<file path="config.mk">
export PLATFORM = sky130hd
export DESIGN_NAME = cmdFilterTop
export DESIGN_NICKNAME = d
export VERILOG_FILES = /design/src/rtl/cmdFilterPkg.sv /design/src/rtl/cmdSeq.sv /design/src/rtl/ptrPath.sv /design/src/rtl/cmdFilterTop.sv
export SDC_FILE = /design/constraint.sdc
export NUM_CORES = 1
export LEC_CHECK = 0
export CORE_UTILIZATION = 35
export CTS_BUF_LIST = sky130_fd_sc_hd__clkbuf_4 sky130_fd_sc_hd__clkbuf_8
export DETAILED_ROUTE_END_ITERATION = 8
export PLACE_DENSITY = 0.58
export SYNTH_ARGS = -nofsm -noshare
export SYNTH_HDL_FRONTEND = slang
export SYNTH_SLANG_ARGS = --single-unit
</file>
<file path="constraint.sdc">
create_clock -name clk -period 3.2 [get_ports clk]
set_input_delay 0.32 -clock clk [delete_from_list [all_inputs] [get_ports clk]]
set_output_delay 0.32 -clock clk [all_outputs]
set_load 0.01 [all_outputs]
</file>
<file path="src/rtl/cmdFilterPkg.sv">
package cmdFilterPkg;

  typedef enum logic [2:0] {
    CMD_WR_UP  = 3'b000,
    CMD_RD_UP  = 3'b001,
    CMD_WR_DN  = 3'b010,
    CMD_RD_DN  = 3'b011,
    CMD_LD_LO  = 3'b100,
    CMD_LD_MID = 3'b101,
    CMD_LD_HI  = 3'b110,
    CMD_IDLE   = 3'b111
  } cmd_e;

  // control -> datapath strobe bundle
  typedef struct packed {
    logic       active;   // enable pulse in progress
    logic       wr;       // memory write command
    logic       rd;       // memory read command
    logic       down;     // step direction: 1 = decrement
    logic       commit;   // last pulse cycle: update the pointer
    logic [2:0] loadSel;  // one-hot pointer byte lane to load
  } strobe_t;

  function automatic strobe_t decodeCmd(input logic [2:0] code);
    strobe_t s;
    s = '0;
    unique case (cmd_e'(code))
      CMD_WR_UP:  s.wr = 1'b1;
      CMD_RD_UP:  s.rd = 1'b1;
      CMD_WR_DN:  begin s.wr = 1'b1; s.down = 1'b1; end
      CMD_RD_DN:  begin s.rd = 1'b1; s.down = 1'b1; end
      CMD_LD_LO:  s.loadSel = 3'b001;
      CMD_LD_MID: s.loadSel = 3'b010;
      CMD_LD_HI:  s.loadSel = 3'b100;
      default:    s = '0;
    endcase
    return s;
  endfunction

endpackage

</file>
<file path="src/rtl/cmdSeq.sv">
module cmdSeq
  import cmdFilterPkg::*;
#(
  parameter int DELAY_CYC   = 4,
  parameter int PULSE_CYC   = 3,
  parameter int SYNC_STAGES = 2
) (
  input  logic       clk,
  input  logic       rstN,
  input  logic [2:0] ctrlIn,
  output strobe_t    strb
);

  localparam int MAX_CYC = (DELAY_CYC > PULSE_CYC) ? DELAY_CYC : PULSE_CYC;
  localparam int CNT_W   = $clog2(MAX_CYC + 1);
  localparam logic [CNT_W-1:0] DELAY_LAST = CNT_W'(DELAY_CYC - 1);
  localparam logic [CNT_W-1:0] PULSE_LAST = CNT_W'(PULSE_CYC - 1);

  typedef enum logic [1:0] {ST_IDLE, ST_DELAY, ST_PULSE, ST_HOLD} state_e;

  // synchroniser chain, reset to the idle code
  logic [2:0] syncQ [SYNC_STAGES];
  logic [2:0] syncd;

  generate
    for (genvar i = 0; i < SYNC_STAGES; i++) begin : g_sync
      if (i == 0) begin : g_first
        always_ff @(posedge clk or negedge rstN) begin
          if (!rstN) syncQ[0] <= CMD_IDLE;
          else       syncQ[0] <= ctrlIn;
        end
      end else begin : g_next
        always_ff @(posedge clk or negedge rstN) begin
          if (!rstN) syncQ[i] <= CMD_IDLE;
          else       syncQ[i] <= syncQ[i-1];
        end
      end
    end
  endgenerate

  assign syncd = syncQ[SYNC_STAGES-1];

  state_e           state;
  logic [CNT_W-1:0] cnt;
  logic [2:0]       heldCode;
  strobe_t          cmdQ;
  logic             isIdleCode;

  assign isIdleCode = (syncd == CMD_IDLE);

  always_ff @(posedge clk or negedge rstN) begin
    if (!rstN) begin
      state    <= ST_IDLE;
      cnt      <= '0;
      heldCode <= CMD_IDLE;
      cmdQ     <= '0;
    end else begin
      unique case (state)
        ST_IDLE: begin
          if (!isIdleCode) begin
            state    <= ST_DELAY;
            heldCode <= syncd;
            cnt      <= '0;
          end
        end
        ST_DELAY: begin
          if (isIdleCode) begin
            state <= ST_IDLE;
          end else if (syncd != heldCode) begin
            heldCode <= syncd;       // restart the qualification window
            cnt      <= '0;
          end else if (cnt == DELAY_LAST) begin
            state <= ST_PULSE;
            cnt   <= '0;
            cmdQ  <= decodeCmd(heldCode);  // single sample at pulse start
          end else begin
            cnt <= cnt + 1'b1;
          end
        end
        ST_PULSE: begin
          if (cnt == PULSE_LAST) begin
            state <= ST_HOLD;
            cnt   <= '0;
          end else begin
            cnt <= cnt + 1'b1;
          end
        end
        default: begin
          if (isIdleCode) state <= ST_IDLE;
        end
      endcase
    end
  end

  logic pulseOn;
  assign pulseOn = (state == ST_PULSE);

  always_comb begin
    strb         = '0;
    strb.wr      = cmdQ.wr;
    strb.rd      = cmdQ.rd;
    strb.down    = cmdQ.down;
    strb.loadSel = cmdQ.loadSel;
    strb.active  = pulseOn;
    strb.commit  = pulseOn && (cnt == PULSE_LAST);
  end

  AST_PULSE_AFTER_DELAY: assert property (@(posedge clk) disable iff (!rstN)
    $rose(strb.active) |-> $past(state) == ST_DELAY);

  AST_RESTART_WINDOW: assert property (@(posedge clk) disable iff (!rstN)
    (state == ST_DELAY && !isIdleCode && syncd != heldCode) |=> (state == ST_DELAY && cnt == '0));

  AST_NO_REFIRE: assert property (@(posedge clk) disable iff (!rstN)
    (state == ST_HOLD) |=> !strb.active);

  AST_PULSE_UNBROKEN: assert property (@(posedge clk) disable iff (!rstN)
    (strb.active && !strb.commit) |=> strb.active);

endmodule

</file>
<file path="src/rtl/ptrPath.sv">
module ptrPath
  import cmdFilterPkg::*;
#(
  parameter int ADDR_BYTES = 3
) (
  input  logic                    clk,
  input  logic                    rstN,
  input  strobe_t                 strb,
  input  logic [7:0]              portIn,
  output logic [8*ADDR_BYTES-1:0] memAddr
);

  localparam int ADDR_W = 8 * ADDR_BYTES;

  logic [ADDR_W-1:0] ptrQ;
  logic [ADDR_W-1:0] loaded;
  logic [ADDR_W-1:0] stepped;

  generate
    for (genvar i = 0; i < ADDR_BYTES; i++) begin : g_lane
      assign loaded[8*i +: 8] = strb.loadSel[i] ? portIn : ptrQ[8*i +: 8];
    end
  endgenerate

  assign stepped = strb.down ? (ptrQ - 1'b1) : (ptrQ + 1'b1);

  always_ff @(posedge clk or negedge rstN) begin
    if (!rstN) begin
      ptrQ <= '0;
    end else if (strb.commit) begin
      if (strb.wr || strb.rd) ptrQ <= stepped;
      else                    ptrQ <= loaded;
    end
  end

  assign memAddr = ptrQ;

  AST_PTR_QUIET: assert property (@(posedge clk) disable iff (!rstN)
    !strb.commit |=> $stable(memAddr));

  AST_WRAP_UP: assert property (@(posedge clk) disable iff (!rstN)
    (strb.commit && (strb.wr || strb.rd) && !strb.down && memAddr == '1) |=> memAddr == '0);

  AST_WRAP_DOWN: assert property (@(posedge clk) disable iff (!rstN)
    (strb.commit && (strb.wr || strb.rd) && strb.down && memAddr == '0) |=> memAddr == '1);

endmodule

</file>
<file path="src/rtl/cmdFilterTop.sv">
module cmdFilterTop
  import cmdFilterPkg::*;
#(
  parameter int DELAY_CYC   = 4,
  parameter int PULSE_CYC   = 3,
  parameter int SYNC_STAGES = 2,
  parameter int ADDR_BYTES  = 3
) (
  input  logic                    clk,
  input  logic                    rstN,
  input  logic [2:0]              ctrlIn,
  input  logic [7:0]              portIn,
  output logic [8*ADDR_BYTES-1:0] memAddr,
  output logic                    memWe,
  output logic                    memOe,
  output logic                    portToHost
);

  strobe_t strb;

  cmdSeq #(
    .DELAY_CYC  (DELAY_CYC),
    .PULSE_CYC  (PULSE_CYC),
    .SYNC_STAGES(SYNC_STAGES)
  ) u_seq (
    .clk   (clk),
    .rstN  (rstN),
    .ctrlIn(ctrlIn),
    .strb  (strb)
  );

  ptrPath #(
    .ADDR_BYTES(ADDR_BYTES)
  ) u_path (
    .clk    (clk),
    .rstN   (rstN),
    .strb   (strb),
    .portIn (portIn),
    .memAddr(memAddr)
  );

  assign memWe      = strb.active && strb.wr;
  assign memOe      = strb.active && strb.rd;
  assign portToHost = strb.active && strb.rd;

  AST_ONE_STROBE: assert property (@(posedge clk) disable iff (!rstN)
    !(memWe && memOe));

  AST_ADDR_HELD: assert property (@(posedge clk) disable iff (!rstN)
    ((memWe || memOe) && $past(memWe || memOe)) |-> $stable(memAddr));

endmodule

</file>
# [Word-level counts from Yosys, hierarchy flattened]
# Cells that the tools add are included.
[word_totals] ff_bits=44 latchBits=0 ram_bits=0 rom_bits=0 output_inout_bits=27 memories=0
[op_classes] addsub=3 n_mul=0 n_div=0 magnitude_cmp=0 eq_ne=18 shifts=0 mux=26 bitwise_logic=2 reduce_logical=22
[ops] op="24-bit two-way mux" count=2
[ops] op="24-bit by 1-bit adder with 24-bit output, second input constant" count=1
[ops] op="3-bit two-way mux" count=8
[ops] op="8-bit two-way mux" count=3
[ops] op="24-bit by 1-bit subtractor with 24-bit output, second input constant" count=1
[ops] op="3-bit case mux with 3 select lines" count=2
[ops] op="3-bit by 2-bit equality test with 1-bit output, second input constant" count=4
[ops] op="3-bit equality test, second input constant" count=4
[ops] op="2-bit two-way mux" count=6
[ops] op="4-bit AND reduction" count=2
[ops] op="2-bit nonzero test" count=4
[ops] op="2-bit inequality test, second input constant" count=3
[ops] op="2-bit case mux with 3 select lines" count=1
[ops] op="3-bit case mux with 2 select lines" count=1
[ops] op="2-bit AND reduction" count=3
[ops] op="2-bit OR reduction" count=3
[ops] op="5-bit AND reduction" count=1
[ops] op="4-bit nonzero test" count=1
[ops] op="3-bit by 1-bit adder with 3-bit output, second input constant" count=1
[ops] op="3-bit by 1-bit equality test with 1-bit output, second input constant" count=1
[ops] op="1-bit logical AND" count=3
[ops] op="3-bit logical NOT" count=1
[ops] op="1-bit two-way mux" count=3
[ops] op="3-bit by 1-bit inequality test with 1-bit output, second input constant" count=1
[ops] op="10 further kinds" count=11

# [Depth between registers and ports, before layout]
# Gate-level depths: netlist of run 1.
[logic_depth] depth_word=5 mapped_depth=10

# [By module]
# A second synthesis of run 1 with hierarchy kept.
[unflattened] hier_cells=386 hier_area_um2=3513.4
[by_module_without_submodules] module="ptrPath" n_inst=1 cells_each=293 area_each_um2=2419.8 seq_area_each_um2=600.6
[by_module_without_submodules] module="cmdSeq" n_inst=1 cells_each=90 area_each_um2=1073.5 seq_area_each_um2=511.7
[by_module_without_submodules] module="cmdFilterTop" n_inst=1 cells_each=3 area_each_um2=20.0 seq_area_each_um2=0.0

# [Least setup slack after synthesis of run 1]
# No wires, ideal clock.
[synth_path] kind="flip-flop to flip-flop" startpoint="reg u_seq.cmdQ (netlist bit u_seq.strb[4])" endpoint="reg u_path.ptrQ[22], in the netlist u_path.memAddr[22]" arrival_ns=2.499 t_required_ns=3.118 slack_ns=0.619 stages_incl_launch_ff=10 period_less_slack_ns=2.581 cell_sequence="dfrtp_1 > inv_1 > fa_1 > nand2b_1 > a21oi_4 > a211oi_4 > o31ai_4 > nand4_1 > a31o_1 > a31oi_1"
[synth_between] elab_chain_cells=2
[synth_lines] element="start, declared" line="cmdSeq.sv:46" rtl="strobe_t cmdQ;"
[synth_lines] element="start signal, assigned" line="cmdSeq.sv:75" rtl="cmdQ <= decodeCmd(heldCode);"
[synth_lines] element="24-bit two-way mux" line="ptrPath.sv:25" rtl="assign stepped = strb.down ? (ptrQ - 1'b1) : (ptrQ + 1'b1);"
[synth_lines] element="24-bit two-way mux" line="ptrPath.sv:31" rtl="if (strb.wr || strb.rd) ptrQ <= stepped;"
[synth_lines] element="end signal, assigned" line="ptrPath.sv:31"
[synth_lines] element="end signal, assigned" line="ptrPath.sv:32" rtl="else ptrQ <= loaded;"
[synth_lines] element="end, declared" line="ptrPath.sv:15" rtl="logic [ADDR_W-1:0] ptrQ;"
# No other way between the ends.
# A chain may end at the register's enable or synchronous reset.

# [Worst setup path after layout of run 1]
[layout_path] startpoint="reg u_seq.cmdQ (netlist bit u_seq.strb[4])" endpoint="reg u_path.ptrQ[23], in the netlist u_path.memAddr[23]"
# Same word-level chain as after synthesis.

==> out/results.ini, run 1 <==
[clock_tree]
clk_pin_slew_worst_paths_ps = 100
cts_tree = done
ctsLongestPathBuffers = 2
cts-root-buf = clkbuf_8
clock-sinks = 44
numCtsBuffers = 5
cts-hold-fix-buffers = 0
cts_resized = 0
cts-htree-levels = 2
postCtsSetupBuffers = 0
clock_latency_ps = 310

[timing]
fin_ws_ps = 340
setup_tns_ps = 0
worst_pin_slew_ps = 982
maxSlewViolCount = 0
clock.fmax_mhz = 350
max-slew-margin-rel_pct = 34.5
skew_ps = 17.1
min_period_over_period_pct = 89.4
final_hold_viol_count = 0
holdWs_ps = 166
final-setup-viol-count = 0
finalCriticalPeriod_ps = 2860
rsz0062_at_grt = no

[yosys]
yosysTopAreaCellShare_pct = 26.4
synth_cell_type_count = 60
yosysTopAreaCell = dfrtp_1
netlist_instances = 385
synth-seq-cells = 44
seq_area_frac_synth_pct = 33.5
synth_area_per_cell_um2 = 8.63
ys_warn_count = 0
synthFlopType = dfrtp_1
async_flop_share_pct = 100
ys_top_cells_by_area = dfrtp_1 (26%), ha_1 (11%), dfstp_2 (7.1%)
synth_edf_count = 0
netlist_area_mm2 = 0.00332
synth_nets = 428

[cells_and_area]
drive_above_1_share_pct = 9.91
final_util_pct = 42.8
syn_to_final_growth_pct = 19.1
final_cells = 553
finalNetCount = 466
n_fill_cell = 914
final_cell_mix = nand2_1 (55), clkdlybuf4s50_1 (38), dfrtp_1 (35), nor2_1 (32), ha_1 (29)
n_antenna_cell = 0
fin_area_mm2 = 0.00396
final_common_cell = nand2_1

[power]
power.net_switching_uw = 507
p_leak_nw = 1.69
p_int_mw = 1.02
total_power_mw = 1.53
combPwrFrac_pct = 25.2
swShare_pct = 33.1
power_frac_clock_pct = 29.8
peakVddDrop_v = 0.000297
pwr-share-seq_pct = 44.9
pwr_density_cell_mw_per_mm2 = 387

[global_routing]
grt_usage_pct = 18.9
grt-ovfl-total = 0
grt_max_degree = 45
grt_pass1_vias = 2956
antenna_found_initial = 0
grt_pass1_wl_mm = 14.7

[setup_path]
slowest_delay_ps = 750
rr_endpoint = u_path.memAddr[23]
slowest_stage = dfrtp_1
cpLargestDelayFamily = compound AO/OA/AOI/OAI gates
path_cells = buf_4 > ha_1 > a21oi_1 > o21ai_1 > a221o_1 > a221oi_2 > a21boi_1 > nor3_1
crit_fanout = 16
critPathRequiredTime_ps = 3400
timing.rr.start = u_seq.strb[4]
r2r_setup_slack_ps = 340
path_class = reg2reg
end_kind = flip-flop
start_kind = flip-flop
crit_buf_inv = 1
r2r_cells = 8
worstPathArrival_ps = 3060

[place]
detailed_place_hpwl_mm = 6.59
place.gp.congestion = 0.912
place_area_mm2 = 0.00384
dp.cells = 545
pre_cts_ws_ps = 349
io_buffers = 39

[floorplanning]
die_h_um = 99.4
io_pins = 40
die_area_mm2 = 0.00989
core-area_mm2 = 0.00924
rows = 35
die_w_um = 99.4
start_util_pct = 36.0

[routing]
routed_wl_mm = 8.86
viasPerCell = 5.43
first_pass_iters = 6
routed-via-count = 3004
routedWlPerCell_um = 16.0
ant_nets = 0
drc_errors = 0
drtIter0Drc = 184

[job]
drv_cap = 0

[min_path]
hold_class = in2async

[run_status]
outcome = finished, final reports clean

## registers in the layout, summed over array words and instances, names as in the netlist
register,cells
u_path.memAddr,24
u_seq.strb,6
u_seq.cnt,3
u_seq.heldCode,3
u_seq.syncQ,3
u_seq.syncd,3
u_seq.state,2
## kinds of logic (layout without fill, tap and decap cells)
kind of cell	after synthesis	count (layout)	share of synthesized area, %
mux	10	10	3.16
compound gates	114	114	24.5
buf+inv	24	63	2.94
flops	44	44	33.5
xor+xnor	14	14	3.69
simple gates	149	149	20.7
fa+ha+maj	30	30	11.5
## layer usage
metal / up-vias / wire length (µm) / global-route usage (%)
li1: 1485 / - / -
met3: 21 / 312 / 2.88
met4: 0 / 252 / 8.03
met1: 1426 / 4030 / 23.9
met5: - / 0 / 0
met2: 72 / 4260 / 32.3
## power groups by stage
| stage | clock network [mW] | registers (mW) | logic (mW) |
|---|---|---|---|
| 2_1_floorplan | 0 | 0.682 | 0.291 |
| 3_3_place_gp | 0 | 0.695 | 0.381 |
| 3_5_place_dp | 0 | 0.698 | 0.386 |
| 4_1_cts | 0.474 | 0.687 | 0.388 |
| 5_1_grt | 0.494 | 0.698 | 0.443 |
| 6_report | 0.456 | 0.688 | 0.386 |
## final cells by class
class	count	area (µm²)	area share, %
sequential	44	1110	28.1
inverter	13	48.8	1.23
clock buffer	5	68.8	1.74
tap	129	161	4.08
timing repair buffer	42	408	10.3
multi-input combinational	317	2110	53.4
clock inverter	3	46.3	1.17
## how the worst max path moves through the flow
stage,slack [ps],from,to,cells past startpoint
3_3_place_gp,460,u_seq.strb[4],u_path.memAddr[23],8
5_1_grt,200,u_seq.strb[4],u_path.memAddr[22],9
3_5_place_dp,350,u_seq.strb[4],u_path.memAddr[23],8
2_1_floorplan,620,u_seq.strb[4],u_path.memAddr[22],9
6_report,340,u_seq.strb[4],u_path.memAddr[23],8
4_1_cts,350,u_seq.strb[4],u_path.memAddr[23],8
## Yosys cell counts (6+ instances only)
cell / number
nand2_1: 55
dfrtp_1: 35
nor2_1: 32
ha_1: 29
a21oi_1: 24
o21ai_0: 23
nand3_1: 17
inv_1: 13
nor3_1: 13
a31oi_1: 12
dfstp_2: 9
o21ai_1: 9
xor2_1: 9
and3_1: 7
clkbuf_1: 7
a21o_1: 6
mux2i_1: 6
Power figures use the tool's default switching activity.
==> run 2, diff against run 1 <==
--- a/config.mk
+++ b/config.mk
@@ -8,7 +8,7 @@
 export CORE_UTILIZATION = 35
 export CTS_BUF_LIST = sky130_fd_sc_hd__clkbuf_4 sky130_fd_sc_hd__clkbuf_8
 export DETAILED_ROUTE_END_ITERATION = 8
-export PLACE_DENSITY = 0.58
+export PLACE_DENSITY = 0.6
 export SYNTH_ARGS = -nofsm -noshare
 export SYNTH_HDL_FRONTEND = slang
 export SYNTH_SLANG_ARGS = --single-unit
==> constraint.sdc (replaced) <==
create_clock -name clk -period 2.6 [get_ports clk]
set_input_delay 0.26 -clock clk [delete_from_list [all_inputs] [get_ports clk]]
set_output_delay 0.26 -clock clk [all_outputs]
set_load 0.01 [all_outputs]
==> run 2 against run 1 <==
Against the previous run:
- global-route usage is 0.67 points higher
- first-iteration DRC count is 34% lower
- register-to-register slack worse by 220 ps
- largest cell class unchanged
- critical path depth is 1 higher
- largest power group unchanged
==> out/results.ini, run 2 (synthesis gave the netlist of run 1 again) <==
[clock_tree]
ctsLongestPathBuffers = 2
clock-sinks = 44
numCtsBuffers = 5
cts-root-buf = clkbuf_8
cts_tree = done
clock_latency_ps = 310
cts-htree-levels = 2
clk_pin_slew_worst_paths_ps = 110

[power]
pwr_density_cell_mw_per_mm2 = 465
power_frac_clock_pct = 30.0
p_int_mw = 1.27
swShare_pct = 33.3
power.net_switching_uw = 632
p_leak_nw = 1.74
total_power_mw = 1.90
combPwrFrac_pct = 25.4
pwr-share-seq_pct = 44.6
peakVddDrop_v = 0.000383

[timing]
final_hold_viol_count = 0
min_period_over_period_pct = 95.2
max-slew-margin-rel_pct = 40.1
fin_ws_ps = 124
finalCriticalPeriod_ps = 2480
setup_tns_ps = 0
skew_ps = 16.9
rsz0062_at_grt = no
holdWs_ps = 347
final-setup-viol-count = 0
clock.fmax_mhz = 404
maxSlewViolCount = 0
worst_pin_slew_ps = 892

[place]
detailed_place_hpwl_mm = 6.74
place.gp.congestion = 0.905
pre_cts_ws_ps = 91.7
dp.cells = 553
io_buffers = 39
place_area_mm2 = 0.00390

[cells_and_area]
largest_reg_flops = 24
final_cells = 564
finalNetCount = 477
drive_above_1_share_pct = 13.8
n_antenna_cell = 0
syn_to_final_growth_pct = 22.6
final_cell_mix = nand2_1 (55), clkdlybuf4s50_1 (38), dfrtp_1 (34), nor2_1 (32), ha_1 (27)
fin_area_mm2 = 0.00408
n_fill_cell = 894
final_util_pct = 44.1
multi_input_area_mm2 = 0.00214
final_common_cell = nand2_1
regArea_mm2 = 0.00111

[run_status]
outcome = finished, final reports clean

[global_routing]
grt_max_degree = 31
grt_usage_pct = 19.6
grt_pass1_vias = 2967
antenna_found_initial = 0
grt-ovfl-total = 0
grt_pass1_wl_mm = 15.2

[floorplanning]
die_h_um = 99.4
core-area_mm2 = 0.00924
die_area_mm2 = 0.00989
rows = 35
io_pins = 40
die_w_um = 99.4
start_util_pct = 36.0

[routing]
drtIter0Drc = 121
viasPerCell = 5.34
routed_wl_mm = 8.92
first_pass_iters = 4
routed-via-count = 3011
routedWlPerCell_um = 15.8
ant_nets = 0
drc_errors = 0

[job]
drv_cap = 0

[min_path]
hold_class = reg2reg

[setup_path]
slowest_delay_ps = 450
crit_buf_inv = 1
worstPathArrival_ps = 2720
cpLargestDelayFamily = compound AO/OA/AOI/OAI gates
critPathRequiredTime_ps = 2840
path_class = reg2reg
path_cells = inv_1 > fa_1 > nand2b_1 > a21oi_4 > a211oi_4 > o31ai_4 > nand4_1 > a31o_1 > a31oi_1
slowest_stage = fa_1
crit_fanout = 5
end_kind = flip-flop
start_kind = flip-flop

==> run 2: changes by cell type in the layout (fill, tap and decap cells not counted), sizes merged <==
cell	previous run	this run
dlygate4sd3	0	1
buf	4	14
==> run 2: repair_timing <==
action,4_1_cts,5_1_grt
gates resized for setup,0,9
endpoints found under the setup margin,0,7
hold endpoints to repair,14,0
setup buffers,0,2
hold buffers,1,0
==> run 2: worst paths after layout <==
check	depth (start not counted)	from	to	slack, ps
min reg2reg	0	u_seq.syncQ[5]	u_seq.syncd[2]	350
max reg2reg	9	u_path.memAddr[0]	u_path.memAddr[22]	120
max	9	u_path.memAddr[0]	u_path.memAddr[22]	120
max in group asynchronous	3	rstN	u_seq.syncd[0]	1440
min in group asynchronous	2	rstN	u_path.memAddr[14]	390
min	0	u_seq.syncQ[5]	u_seq.syncd[2]	350
==> run 2: cell type report <==
class	count	share of cell area, %
Clock buffer	5	1.69
Tap cell	129	3.96
Sequential cell	44	27.3
Inverter	13	1.20
Multi-Input combinational cell	317	52.5
Timing Repair Buffer	53	12.2
Clock inverter	3	1.14
==> run 2: worst reg2reg max path, stage by stage (launching register included) <==
cell and delay, ps:
dfrtp_2 410, inv_1 80, fa_1 450, nand2b_1 210, a21oi_4 250, a211oi_4 120, o31ai_4 350, nand4_1 180
a31o_1 230, a31oi_1 130
==> run 2: routing by layer <==
metal | routed length [µm] | vias to the layer above | global-route usage, %
met4 | 157 | 0 | 6.33
met1 | 4120 | 1426 | 25.7
met2 | 4310 | 64 | 33.2
li1 | - | 1507 | -
met3 | 332 | 14 | 2.95
met5 | 0 | - | 0
==> run 2: power groups by stage <==
stage | Combinational (mW) | Sequential (mW) | Clock [mW]
after detailed placement | 0.480 | 0.858 | 0
after global routing | 0.550 | 0.861 | 0.612
final | 0.482 | 0.846 | 0.569
after CTS | 0.486 | 0.845 | 0.588
after floorplan | 0.359 | 0.840 | 0
after global placement | 0.475 | 0.853 | 0
==> run 3, diff against run 2 <==
--- a/config.mk
+++ b/config.mk
@@ -9,6 +9,7 @@
 export CTS_BUF_LIST = sky130_fd_sc_hd__clkbuf_4 sky130_fd_sc_hd__clkbuf_8
 export DETAILED_ROUTE_END_ITERATION = 8
 export PLACE_DENSITY = 0.6
+export SKIP_LAST_GASP = 1
 export SYNTH_ARGS = -nofsm -noshare
 export SYNTH_HDL_FRONTEND = slang
 export SYNTH_SLANG_ARGS = --single-unit
==> results of run 3 <==
Final layout, timing and power as in run 2 (identical DEF).
